===== src/rtl/exc_pkg.sv =====
package exc_pkg;
    localparam int PSR_W  = 32;
    localparam int MODE_W = 5;
    localparam int IBIT   = 7;
    localparam int FBIT   = 6;

    typedef enum logic [2:0] {
        C_NONE, C_RESET, C_DABT, C_FIQ, C_IRQ, C_PABT, C_UND, C_SWI
    } cause_e;

    typedef enum logic [1:0] {
        ST_BOOT, ST_RUN, ST_ENTER
    } state_e;

    localparam logic [MODE_W-1:0] M_FIQ = 5'b10001;
    localparam logic [MODE_W-1:0] M_IRQ = 5'b10010;
    localparam logic [MODE_W-1:0] M_SVC = 5'b10011;
    localparam logic [MODE_W-1:0] M_ABT = 5'b10111;
    localparam logic [MODE_W-1:0] M_UND = 5'b11011;

    localparam logic [7:0] V_RESET = 8'h00;
    localparam logic [7:0] V_UND   = 8'h04;
    localparam logic [7:0] V_SWI   = 8'h08;
    localparam logic [7:0] V_PABT  = 8'h0C;
    localparam logic [7:0] V_DABT  = 8'h10;
    localparam logic [7:0] V_IRQ   = 8'h18;
    localparam logic [7:0] V_FIQ   = 8'h1C;
endpackage


===== src/rtl/exc_fiq_sync.sv =====
module exc_fiq_sync #(
    parameter int STAGES = 1
) (
    input  logic clk,
    input  logic rst_n,
    input  logic fiq_n,
    output logic fiq_req
);
    logic [STAGES-1:0] chain_q;

    if (STAGES == 1) begin : g_single
        always_ff @(posedge clk or negedge rst_n) begin
            if (!rst_n) chain_q <= '0;
            else        chain_q <= ~fiq_n;
        end

        // request reaches the arbiter one clock after the pin
        assert_fiq_delay_R4: assert property (@(posedge clk) disable iff (!rst_n)
            fiq_req |-> $past(!fiq_n));
    end else begin : g_multi
        always_ff @(posedge clk or negedge rst_n) begin
            if (!rst_n) chain_q <= '0;
            else        chain_q <= {chain_q[STAGES-2:0], ~fiq_n};
        end
    end

    assign fiq_req = chain_q[STAGES-1];
endmodule


===== src/rtl/exc_prio_arb.sv =====
module exc_prio_arb
    import exc_pkg::*;
(
    input  logic   dabt,
    input  logic   fiq_req,
    input  logic   irq_req,
    input  logic   pabt,
    input  logic   und,
    input  logic   swi,
    input  logic   i_mask,
    input  logic   f_mask,
    output cause_e win
);
    always_comb begin
        if (dabt)                   win = C_DABT;
        else if (fiq_req && !f_mask) win = C_FIQ;
        else if (irq_req && !i_mask) win = C_IRQ;
        else if (pabt)              win = C_PABT;
        else if (und)               win = C_UND;
        else if (swi)               win = C_SWI;
        else                        win = C_NONE;
    end
endmodule


===== src/rtl/exc_entry_fmt.sv =====
module exc_entry_fmt
    import exc_pkg::*;
#(
    parameter int ADDR_W = 32
) (
    input  cause_e              cause,
    input  logic [PSR_W-1:0]    base,
    output logic [MODE_W-1:0]   mode,
    output logic [ADDR_W-1:0]   vector,
    output logic [PSR_W-1:0]    status
);
    logic [7:0] vec_off;
    logic       set_f;

    always_comb begin
        set_f = 1'b0;
        unique case (cause)
            C_RESET: begin mode = M_SVC; vec_off = V_RESET; set_f = 1'b1; end
            C_DABT:  begin mode = M_ABT; vec_off = V_DABT;  end
            C_FIQ:   begin mode = M_FIQ; vec_off = V_FIQ;   set_f = 1'b1; end
            C_IRQ:   begin mode = M_IRQ; vec_off = V_IRQ;   end
            C_PABT:  begin mode = M_ABT; vec_off = V_PABT;  end
            C_UND:   begin mode = M_UND; vec_off = V_UND;   end
            C_SWI:   begin mode = M_SVC; vec_off = V_SWI;   end
            default: begin mode = base[MODE_W-1:0]; vec_off = V_RESET; end
        endcase
        vector = ADDR_W'(vec_off);
        status = base;
        status[MODE_W-1:0] = mode;
        status[IBIT] = 1'b1;
        if (set_f) status[FBIT] = 1'b1;
    end
endmodule


===== src/rtl/exc_entry_ctrl.sv =====
module exc_entry_ctrl
    import exc_pkg::*;
#(
    parameter int ADDR_W     = 32,
    parameter int FIQ_STAGES = 1
) (
    input  logic              clk,
    input  logic              rst_n,
    input  logic              fiq_n,
    input  logic              irq_n,
    input  logic              dabort,
    input  logic              pabort,
    input  logic              undef,
    input  logic              swi,
    input  logic [31:0]       cur_status,
    input  logic [ADDR_W-1:0] ret_pc,
    output logic              entry_valid,
    output logic [4:0]        entry_mode,
    output logic [ADDR_W-1:0] entry_vector,
    output logic [31:0]       next_status,
    output logic              spsr_we,
    output logic [31:0]       saved_status,
    output logic              lr_we,
    output logic [ADDR_W-1:0] saved_pc
);
    state_e             state_q, state_d;
    cause_e             cause_q, win;
    cause_e             fmt_cause;
    logic [PSR_W-1:0]   status_q, fmt_base;
    logic [ADDR_W-1:0]  pc_q;
    logic               fiq_req;

    exc_fiq_sync #(.STAGES(FIQ_STAGES)) i_sync (
        .clk     (clk),
        .rst_n   (rst_n),
        .fiq_n   (fiq_n),
        .fiq_req (fiq_req)
    );

    exc_prio_arb i_arb (
        .dabt    (dabort),
        .fiq_req (fiq_req),
        .irq_req (~irq_n),
        .pabt    (pabort),
        .und     (undef),
        .swi     (swi),
        .i_mask  (cur_status[IBIT]),
        .f_mask  (cur_status[FBIT]),
        .win     (win)
    );

    exc_entry_fmt #(.ADDR_W(ADDR_W)) i_fmt (
        .cause  (fmt_cause),
        .base   (fmt_base),
        .mode   (entry_mode),
        .vector (entry_vector),
        .status (next_status)
    );

    // next-state logic
    always_comb begin
        unique case (state_q)
            ST_BOOT:  state_d = ST_RUN;
            ST_RUN:   state_d = (win != C_NONE) ? ST_ENTER : ST_RUN;
            ST_ENTER: state_d = ST_RUN;
            default:  state_d = ST_BOOT;
        endcase
    end

    // state register and capture of the winning request
    always_ff @(posedge clk or negedge rst_n) begin
        if (!rst_n) begin
            state_q  <= ST_BOOT;
            cause_q  <= C_NONE;
            status_q <= '0;
            pc_q     <= '0;
        end else begin
            state_q <= state_d;
            if (state_q == ST_RUN && win != C_NONE) begin
                cause_q  <= win;
                status_q <= cur_status;
                pc_q     <= ret_pc;
            end
        end
    end

    // outputs
    always_comb begin
        fmt_cause    = C_NONE;
        fmt_base     = '0;
        entry_valid  = 1'b0;
        spsr_we      = 1'b0;
        lr_we        = 1'b0;
        saved_status = '0;
        saved_pc     = '0;
        unique case (state_q)
            ST_BOOT: begin
                fmt_cause   = C_RESET;
                entry_valid = 1'b1;
            end
            ST_ENTER: begin
                fmt_cause    = cause_q;
                fmt_base     = status_q;
                entry_valid  = 1'b1;
                spsr_we      = 1'b1;
                lr_we        = 1'b1;
                saved_status = status_q;
                saved_pc     = pc_q;
            end
            default: ;
        endcase
    end

    assert_save_pair_R6: assert property (@(posedge clk) disable iff (!rst_n)
        (spsr_we == lr_we) && (!spsr_we || entry_valid));

    assert_one_cycle_R8: assert property (@(posedge clk) disable iff (!rst_n)
        spsr_we |=> !spsr_we);

    assert_irq_unmasked_R3: assert property (@(posedge clk) disable iff (!rst_n)
        (spsr_we && entry_mode == M_IRQ) |-> !saved_status[IBIT]);

    assert_fiq_unmasked_R4: assert property (@(posedge clk) disable iff (!rst_n)
        (spsr_we && entry_mode == M_FIQ) |-> !saved_status[FBIT]);

    assert_idis_set_R7: assert property (@(posedge clk) disable iff (!rst_n)
        entry_valid |-> next_status[IBIT]);

    assert_fdis_fiq_R7: assert property (@(posedge clk) disable iff (!rst_n)
        (entry_valid && entry_mode == M_FIQ) |-> next_status[FBIT]);
endmodule


===== config.mk =====
export PLATFORM = sky130hd
export DESIGN_NAME = exc_entry_ctrl
export DESIGN_NICKNAME = d
export VERILOG_FILES = /design/src/rtl/exc_pkg.sv /design/src/rtl/exc_fiq_sync.sv /design/src/rtl/exc_prio_arb.sv /design/src/rtl/exc_entry_fmt.sv /design/src/rtl/exc_entry_ctrl.sv
export SDC_FILE = /design/constraint.sdc
export NUM_CORES = 1
export LEC_CHECK = 0
export BUFFER_PORTS_ARGS = -buffer_cell sky130_fd_sc_hd__buf_2
export CORE_MARGIN = 10
export CORE_UTILIZATION = 45
export CTS_CLUSTER_DIAMETER = 80
export CTS_CLUSTER_SIZE = 8
export DETAILED_ROUTE_END_ITERATION = 8
export GPL_TIMING_DRIVEN = 0
export PLACE_DENSITY = 0.83
export REMOVE_ABC_BUFFERS = 1
export SLEW_MARGIN = 20
export SYNTH_ARGS = -nofsm -noshare
export SYNTH_HDL_FRONTEND = slang
export SYNTH_SLANG_ARGS = --single-unit

===== constraint.sdc =====
create_clock -name clk -period 2.1 [get_ports clk]
set_input_delay 0.21 -clock clk [delete_from_list [all_inputs] [get_ports clk]]
set_output_delay 0.21 -clock clk [all_outputs]
set_load 0.02 [all_outputs]

==> results of run 1 <==
[state kept, by name, summed over array words and instances, names as in the netlist]
register	cells
status_q	32
cause_q	3
pc_q	32
state_q	2
i_sync.fiq_req	1
[cell type report]
class | instances | area, sq um
Fill cell | 718 | 3520
Sequential cell | 70 | 1750
Multi-Input combinational cell | 204 | 1530
Timing Repair Buffer | 187 | 1000
Tap cell | 105 | 131
Clock buffer | 10 | 128
Clock inverter | 6 | 71.3
Inverter | 9 | 38.8
Timing Repair inverter | 1 | 3.75
[kinds of logic after synthesis]
| kind of cell | count (synthesis) | synth area share [%] |
|---|---|---|
| and+or+nand+nor | 88 | 13.8 |
| buffers and inverters | 86 | 15.8 |
| DFF | 70 | 46.5 |
| muxes | 64 | 19.1 |
| AOI/OAI and AO/OA | 21 | 4.32 |
| other | 2 | 0.199 |
| xor gates and xnor gates | 1 | 0.233 |
[synthesized netlist by cell type, drive strengths merged (2+ instances only)]
library cell / n / area [sq um]
nand2: 8 / 30.0
inv: 9 / 33.8
a32oi: 2 / 17.5
mux2: 64 / 721
buf: 68 / 529
and2: 63 / 394
conb: 2 / 7.51
nor2: 5 / 18.8
nor3b: 3 / 22.5
o41ai: 2 / 36.3
nor2b: 2 / 12.5
a31oi: 3 / 18.8
a21oi: 7 / 35.0
nand3: 2 / 10.0
dfrtp: 70 / 1750
clkbuf: 9 / 33.8
[per-stage QoR]
stage	instance area, sq um	setup slack [ns]	cells	util (%)	TNS [ns]
after floorplan	3310	-1.26	283	-	-91.99
after global placement	4330	-2.23	565	52.9	-176.30
after detailed placement	4420	-0.377	572	54.0	-14.31
after CTS	4650	0.0172	592	56.9	0
after global routing	4660	0.0539	592	57.0	0
final	4660	0.155	592	57.0	0
[final timing paths]
path | end | start | depth (start not counted)
setup / recovery | saved_status[19] | state_q[1] | 5
hold / removal | i_sync.fiq_req | fiq_n | 2
setup reg to reg | status_q[23] | i_sync.fiq_req | 5
hold reg to reg | pc_q[16] | pc_q[16] | 1
max in group asynchronous | state_q[0] | rst_n | 3
min in group asynchronous | pc_q[1] | rst_n | 2
[where the power goes]
part           switching (uW)  internal [uW]  total [uW]
combinational            2000           1450        3450
clock                     519            557        1080
sequential                392           2030        2420
[worst max-delay path, delay by kind of cell, from the launching register on]
family | cells | cell delay (ns)
DFF | 1 | 0.50
and+or+nand+nor | 2 | 0.38
buffers and inverters | 3 | 0.51
[cell usage in the layout (no fill, tap or decap), drive strengths merged, types with 5 or more instances in the layout]
master    n
clkbuf   10
a21oi     7
and2     63
nor2      5
dfrtp    70
inv      10
buf     186
conb     30
nand2     8
mux2     64
[per-layer routing]
metal / vias to the layer above / wire, um
li1: 1311 / -
met5: - / 0
met1: 1327 / 3500
met2: 143 / 4810
met3: 19 / 1070
met4: 0 / 187
[what timing repair did]
action                     4_1_cts  5_1_grt
cloned                           1        0
buffers inserted                 2        0
hold endpoints to repair        29        0
pin swaps                        1        1
gates resized for setup          3        3
setup endpoints to repair       84       56
hold buffers                     1        0
==> impl_summary.md, run 1 <==
Yosys
Each instance of the synthesized netlist takes up on average 11.3 sq um. The most used flip-flop cell after synthesis is dfrtp_1. Summing every instance area after synthesis gives 3770 sq um. Yosys printed 0 warnings. The number of enable-type register cells in the synthesized netlist is 0. The async set-reset flop share out of synthesis is 100%. The total of flip-flops plus latches after synthesis is 70.

The synthesized netlist contains 32 unique library cells. Sequential elements use 46.5% of the synthesized area. The number of instances in the synthesized netlist is 332.

Power
The leakage power summed over all cells is 0.00248 uW. The power density over the cells is 1490 nW/um^2. The post-layout total power is 6940 uW.

The peak supply drop is 0.000855 V.

Floorplan
The die is 112 um tall. For this configuration, the core starts out at a cell density of 46.1%. In this run the core area contains 33 standard-cell rows. The floorplan step defined a die boundary enclosing 12400 sq um. The die span in x is 112 um. 208 I/O pins were placed. The placeable core area is 8180 sq um.

Worst setup path
On the critical path, the stage with the largest delay is an instance of dfrtp_1. Walking the worst path, the cells encountered are nand2_4, clkinv_4, buf_16, and2_1, buf_2. Data on the critical path arrives at its endpoint at 1.74 ns. The setup check on the worst reg-to-reg path leaves a slack of 0.17 ns. STA puts the critical path data required time at 1.89 ns. Along the worst path, the maximum fanout reaches 40. The classification of the worst setup path is flip-flop to output pin. The category of the worst setup path capture point is an output pin. The type of origin of the critical path is a flip-flop. The largest single stage delay on the critical path is 0.50 ns.

Timing
Setup violations remaining at the end of the flow were counted as 0. The setup clock skew after layout is 0.0186 ns. The count of final max-slew check failures is 0. The worst path uses 92.6% of the clock period. The number of hold violations in the final report was 0. Static timing analysis puts the maximum clock frequency at 0.514 GHz. The worst path in the final design needs a cycle of 1.95 ns, including I/O delays and setup. Setup repair after global routing left no endpoint under its margin.

The worst hold slack across all endpoints is 0.0225 ns.

Placed design
Buffers placed on the I/O ports in this run total 177. Detailed placement finished with a half-perimeter wire length of 7620 um. The routability-driven placement congestion ratio is 0.871.

Outcome
The flow ran to the end, and the final reports show no timing, DRC or antenna violations.

Finish
The post-route netlist has 47.8% of its cells at a drive strength greater than 1. From synthesis to final layout, the design area changed by 23.7%. The repair_antennas step left the layout with diodes totalling 0. In the final design database the tool counted 554 nets.

Detailed routing
After detailed routing, the average wire length per cell comes to 16.2 um. Once detail routing completed, the nets flagged for antenna violations numbered 0. Using the TritonRoute via totals, the vias-per-cell ratio works out to 4.73. The final routed DRC violation total is 0. The first-pass iteration count of the detailed router is 4. The initial DRC count is 85. The routed wire length is 9570 um. The total via count in the routed design is 2800.

GRT
The met1 track utilization from global routing is 15.6%. The via count of the first global-routing pass was 3059. The global-route wire length before repair is 15400 um. For met2 alone, demand over resource in global routing was 25.1%. For this run the aggregate overflow at the end of global routing stands at 0. The number of antenna violations at the first check in global routing was 0. Entering global routing, the biggest net connects 42 pins. The global router's overall resource usage is 14.8%. For met3 alone, demand over resource in global routing was 6.98%.

The most congested layer reported by global routing is met2.

Min path
The class of the most critical hold timing path is primary input to flip-flop.

Clocking
The clock latency of the later-clocked register in the worst-skew pair is 0.34 ns. The clock net in this run drives a total of 70 sinks. Clock-pin slew was measured on the worst setup and hold paths at 0.08 ns. TritonCTS built the clock tree. The total CTS buffers is 9. The root buffer cell chosen for the clock tree is clkbuf_8.

The maximum buffer depth of the clock tree is 2. The total number of H-tree levels is 3.

Job
The max-capacitance violation count is 0.
Power figures use the tool's default switching activity.
==> run 2: changes to the inputs <==
--- a/config.mk
+++ b/config.mk
@@ -6,7 +6,7 @@
 export NUM_CORES = 1
 export LEC_CHECK = 0
 export BUFFER_PORTS_ARGS = -buffer_cell sky130_fd_sc_hd__buf_2
-export CORE_MARGIN = 10
+export CORE_ASPECT_RATIO = 0.5
 export CORE_UTILIZATION = 45
 export CTS_CLUSTER_DIAMETER = 80
 export CTS_CLUSTER_SIZE = 8
==> impl_summary.md, run 2 (synthesized netlist as in run 1, its figures left out) <==
Outcome
The flow ran to the end, but the final reports show violations. The checks that failed: design-rule violations.

Power
The power density over the cells came to 1520 nW/um^2 (+1.9%). The leakage power summed over all cells is 0.00254 uW (+2.3%). The peak supply drop is 0.000589 V (-31%).

Timing
The period utilization came to 92.7% (about the same). Setup repair after global routing left no endpoint under its margin. The final worst slack is 0.154 ns (-0.000481 ns). The setup clock skew after layout is 0.00474 ns (-0.0139 ns). The setup violation total in the final timing report is 0 (unchanged).

The maximum clock rate came to 0.514 GHz (about the same). The time the worst path needs with I/O delays and setup came to 1.95 ns (+0.000481 ns). The count of final max-slew check failures is 0 (unchanged). The number of hold violations in the final report was 0 (unchanged).

Finish
The share of post-route cells with drive strength above 1 is 47.6% (-0.21 points). The multi-input logic area came to 1530 sq um (-0.33%). The register area is 1750 sq um (about the same). The largest registers in the layout are pc_q: 32 flops, status_q: 32 flops, cause_q: 3 flops. The count of filler cells inserted in the layout is 711 (-0.97%). The commonest non-fill, non-tap cell in the layout is buf_2. The post-route standard cell area excluding fillers is 4770 sq um (+2.5%).

The share of the core filled with cells is 59.3% (+2.3 points). In the layout the commonest cells are buf_2 (176), dfrtp_1 (70), and2_1 (63). The count of antenna diodes in the layout is 0 (unchanged). The final net count is 556 (+0.36%). Compared with the post-synthesis result, the final layout area differs by 26.7%.

GRT
The largest net degree at the start of global routing is 56 (+33%). The remaining global-route overflow is 0 (unchanged). The global router's overall resource usage is 18.5% (+3.8 points). The global-route wire length before repair is 12600 um (-19%). The via count of the first global-routing pass is 2619 (-14%). The number of antenna violations at the first check in global routing is 0 (unchanged).

Min path
The startpoint identified for the worst hold timing path is fiq_n. The worst hold path depth was 2 (unchanged). The end of the worst hold path is i_sync.fiq_req. The class of the most critical hold timing path is primary input to flip-flop.

Floorplan
The I/O pin total is 208 (unchanged). The number of rows in the core area is 23 (-30%). The placeable core area was 8060 sq um (-1.4%). The starting density of the core is 46.8% (+0.67 points). The floorplan die area came to 8760 sq um (-30%). The die span in x is 131 um (+18%). The vertical die dimension is 66.7 um (-40%).

Clocking
The maximum buffer depth of the clock tree is 2 (unchanged). The number of sinks driven by the clock tree came to 70 (unchanged). The tree is rooted in a clkbuf_16. The TritonCTS clock tree is done. The clock latency of the later-clocked register in the worst-skew pair is 0.32 ns (-0.02 ns).

The total CTS buffers is 9 (unchanged). The total number of H-tree levels is 3 (unchanged). The clock transition at the registers of the reported paths is 0.05 ns (-0.03 ns).

Worst setup path
In this run the critical register-to-register path is launched from state_q[1]. STA classifies the critical path startpoint as a flip-flop. Walking the worst path, the cells encountered are and2b_1, o41ai_4, buf_6, buf_6, buf_12, buf_4, mux2_2.

The endpoint identified for the worst register-to-register timing path is status_q[12]. The most numerous cell on the critical path is buf_6. The data arrival at the endpoint of the critical path was 2.15 ns (+0.41 ns). The required time of the critical path is 2.30 ns (+0.41 ns). The worst-case reg-to-reg path depth is 7 (+2). The maximum fanout encountered on the critical timing path is 20 (-50%).

The worst reg-to-reg setup slack is 0.15 ns (-0.02 ns). By startpoint and endpoint, the worst setup path is classified as flip-flop to flip-flop. Broken down by cell family, the worst path's largest delay share belongs to buffers and inverters. The slowest stage of the critical path is the dfrtp_1 cell.

The buffering stage count on the worst path with inverters included came to 4 (+1). STA classifies the critical path endpoint as a flip-flop. The largest incremental delay on the critical path was 0.47 ns (-0.03 ns).

Placed design
The instance area at placement is 4450 sq um (+0.62%). The count of buffers inserted at the top-level ports is 177 (unchanged). The routability-driven placement congestion ratio came to 0.836 (-4.0%). The final HPWL from detailed placement was 6160 um (-19%). The placement-stage worst setup slack is -0.541 ns (-0.164 ns).

Detailed routing
The first-pass iteration count of the detailed router came to 6 (+2). The average detailed-routed wire length per instance is 13.4 um (-17%). The initial DRC count came to 169 (+99%). The number of vias per cell after detailed routing is 4.63 (-2.1%). The routed wire length was 8010 um (-16%). The remaining antenna violation count after routing is 0 (unchanged).

The final routed DRC violation total came to 2 (+2). The total via count in the routed design is 2773 (-0.96%).

Job
The max-capacitance violation count is 0 (unchanged).
## run 2: cell count changes in the layout (fill, tap and decap cells not counted), moves of 2 or more
cell | before | now
clkbuf_16 | 0 | 9
clkbuf_8 | 9 | 3
clkinv_4 | 3 | 0
buf_12 | 1 | 3
buf_6 | 1 | 3
clkinvlp_4 | 2 | 0
## run 2: routing by layer
layer,GRT usage (%),up-vias,wire [um]
met5,0,-,0
met4,9.45,0,237
met3,4.34,21,296
met2,34.4,86,4340
met1,20.5,1358,3140
li1,-,1308,-
## run 2: worst register-to-register path: stages (launching register included)
cell     delay (ns)
dfrtp_1        0.47
and2b_1        0.28
o41ai_4        0.08
buf_6          0.15
buf_6          0.14
buf_12         0.17
buf_4          0.19
mux2_2         0.34
## run 2: final cells by class
type,count,area share [%]
clock buffers,13,5.66
clock inverters,1,0.105
inverters,9,0.760
multi-input cells,204,32.0
flip-flops and latches,70,36.7
well taps,112,2.94
repair buffers,190,21.9
## run 2: stage by stage
step / std cells / hold WS (ns) / power [uW] / setup TNS [ns]
floorplan: 283 / -0.0856 / 4630 / -91.99
global placement: 572 / 0.355 / 5620 / -193.01
detailed placement: 581 / 0.183 / 5840 / -13.46
CTS: 597 / 0.0229 / 7290 / 0
global route: 599 / 0.0295 / 7720 / 0
finish: 599 / 0.0348 / 7250 / 0
## run 2: how the worst max path moves through the flow
stage                   startpoint            to  slack (ns)  cells past startpoint
global route            state_q[1]  status_q[16]        0.05                      7
floorplan                      swi      pc_q[30]       -1.26                      3
global placement               swi  status_q[11]       -2.36                      4
CTS                 i_sync.fiq_req      pc_q[15]      0.0003                      7
finish                  state_q[1]  status_q[12]        0.15                      7
detailed placement             swi  status_q[12]       -0.54                      9
## run 2: repair_timing
item,4_1_cts,5_1_grt
resized for setup,4,2
pin swaps,1,1
endpoints found under the setup margin,37,96
setup buffers,2,2
endpoints found under the hold margin,31,0
hold buffers,1,0
## run 2: where the power goes
group | total, uW | internal (uW) | switching [uW]
registers | 2420 | 2030 | 387
clock network | 1380 | 880 | 504
logic | 3450 | 1500 | 1950
total | 7250 | 4410 | 2840
==> run 3: changes to the inputs <==
==> constraint.sdc (replaced) <==
create_clock -name clk -period 2.1 [get_ports clk]
set_input_delay 0.42 -clock clk [delete_from_list [all_inputs] [get_ports clk]]
set_output_delay 0.42 -clock clk [all_outputs]
set_load 0.02 [all_outputs]
==> impl_summary.md, run 3 (synthesized netlist as in run 1, its figures left out) <==
Outcome
The run finished, with violations left. The checks that failed: design-rule violations.

Finish
The final net count is 554 (-0.36%). The library cells used most frequently in the layout, excluding fill and tap cells, are buf_2 (176), dfrtp_1 (68), and2_1 (62). The share of post-route cells with drive strength above 1 is 48.2% (+0.61 points). The count of antenna diodes in the layout was 0 (unchanged). The share of the core filled with cells is 59.5% (+0.26 points). The multi-input logic area is 1530 sq um (+0.49%). The register area is 1750 sq um (+0.14%). Leaving out fill and tap cells, the most frequent cell in the layout is buf_2. The largest registers in the layout are pc_q: 32 flops, status_q: 32 flops, cause_q: 3 flops. The count of filler cells inserted in the layout is 701 (-1.4%). From synthesis to final layout, the design area changed by 27.3%.

Placed design
The routability-driven placement congestion ratio is 0.836 (unchanged). The placement-stage worst setup slack is -0.751 ns (-0.210 ns). The final HPWL from detailed placement is 6160 um (unchanged). The count of buffers inserted at the top-level ports is 177 (unchanged).

Worst setup path
The maximum fanout encountered on the critical timing path is 27 (+35%). The type of origin of the critical path is a flip-flop. The data arrival at the endpoint of the critical path is 1.62 ns (-0.53 ns). The capture point of the critical path is saved_pc[13]. The launch instance of the worst register-to-register path is state_q[1]. The worst reg-to-reg setup slack is 0.14 ns (about the same). The setup path with the least slack is of type flip-flop to output pin. The most critical setup path has its startpoint at state_q[0].

STA classifies the critical path endpoint as an output pin. The worst-case reg-to-reg path depth is 6 (-1). The required time of the critical path is 1.68 ns (-0.62 ns). The end of the worst register-to-register path is status_q[22].

Detailed routing
The remaining antenna violation count after routing came to 0 (unchanged). The first-pass iteration count of the detailed router is 8 (+2). The number of vias per cell after detailed routing is 4.64 (+0.15%).

The average detailed-routed wire length per instance was 14.1 um (+5.2%). The routed wire length came to 8410 um (+4.9%). The initial DRC count is 174 (+3.0%). The total via count in the routed design is 2768 (-0.18%).

The final routed DRC violation total came to 2 (unchanged).

GRT
The number of antenna violations at the first check in global routing is 0 (unchanged). The global-route wire length before repair is 12500 um (-0.45%). The global router's overall resource usage is 18.5% (-0.052 points). The largest net degree at the start of global routing is 56 (unchanged).

The remaining global-route overflow is 0 (unchanged). The via count of the first global-routing pass is 2601 (-0.69%).

Timing
The time the worst path needs with I/O delays and setup is 2.04 ns (+0.0901 ns). The final worst slack is 0.0641 ns (-0.0901 ns). The setup violation total in the final timing report is 0 (unchanged). The setup clock skew after layout is 0.00409 ns (-0.000644 ns). The maximum clock rate is 0.491 GHz (-4.4%).

The sum of negative setup slack was 0 ns (unchanged). The period utilization is 96.9% (+4.3 points). The count of final max-slew check failures is 0 (unchanged). The number of hold violations in the final report was 0 (unchanged).

Power
The power density over the cells was 1530 nW/um^2 (+0.81%). The leakage power summed over all cells is 0.00255 uW (+0.16%). The peak supply drop is 0.000589 V (about the same).

Floorplan
The vertical die dimension is 66.7 um (unchanged). The number of rows in the core area is 23 (unchanged). The placeable core area is 8060 sq um (unchanged). The die span in x was 131 um (unchanged). The starting density of the core is 46.8% (unchanged). The I/O pin total was 208 (unchanged). The floorplan die area is 8760 sq um (unchanged).

Clocking
The number of sinks driven by the clock tree was 70 (unchanged). TritonCTS built the clock tree. The total CTS buffers was 9 (unchanged). The clock transition at the registers of the reported paths was 0.05 ns (about the same).

The root buffer cell chosen for the clock tree is clkbuf_16. The clock latency of the later-clocked register in the worst-skew pair is 0.32 ns (about the same). The total number of H-tree levels was 3 (unchanged). The maximum buffer depth of the clock tree came to 2 (unchanged).

Job
The max-capacitance violation count was 0 (unchanged).

Min path
The class of the most critical hold timing path is primary input to async pin.
## run 3: changes by cell type in the layout (fill, tap and decap cells not counted), sizes merged
cell / previous run / this run
buf: 189 / 186
clkbuf: 13 / 15
clkinv: 1 / 2
dlygate4sd3: 1 / 0
inv: 9 / 8
## run 3: worst min path at each step
| stage | end | startpoint | cells after the start |
|---|---|---|---|
| 2_1_floorplan | cause_q[0] | rst_n | 0 |
| 3_3_place_gp | pc_q[24] | pc_q[24] | 1 |
| 3_5_place_dp | status_q[3] | rst_n | 1 |
| 4_1_cts | status_q[0] | rst_n | 1 |
| 5_1_grt | status_q[0] | rst_n | 1 |
| 6_report | status_q[1] | rst_n | 1 |
## run 3: worst max-delay path: stages, from the launching register on
cell	delay (ns)
dfrtp_2	0.42
inv_1	0.10
nand2_4	0.11
clkinv_4	0.12
clkbuf_16	0.21
and2_1	0.17
buf_2	0.16
## run 3: routing by layer
layer	track usage [%]	vias up	wire length, um
li1	-	1304	-
met1	20.5	1377	3440
met2	34.2	70	4520
met3	4.41	17	265
met4	9.16	0	182
met5	0	-	0
## run 3: timing repair
item,CTS,global route
gates cloned,0,2
resized for setup,5,5
setup endpoints to repair,126,91
endpoints found under the hold margin,0,0
hold buffers,0,0
buffers inserted,3,0
pin swaps,1,0
## run 3: through the flow
stage | hold slack, ns | power (uW) | instances | instance area [sq um]
6_report | 0.0397 | 7340 | 597 | 4800
5_1_grt | 0.0673 | 7810 | 597 | 4800
4_1_cts | 0.0446 | 7300 | 597 | 4750
3_5_place_dp | 0.393 | 5840 | 581 | 4450
3_3_place_gp | 0.466 | 5620 | 572 | 4340
2_1_floorplan | 0.124 | 4630 | 283 | 3310
## run 3: layout make-up
class	count	share of cell area, %
repair buffers	188	22.0
well taps	112	2.92
clock inverters	1	0.104
clock buffers	13	5.64
multi-input cells	204	32.0
inverters	9	0.809
flip-flops and latches	70	36.6
## run 3: report_power, final
part	switching [uW]	internal (uW)	total [uW]
logic	2000	1530	3530
registers	393	2040	2430
clock network	506	880	1390
total	2900	4450	7340
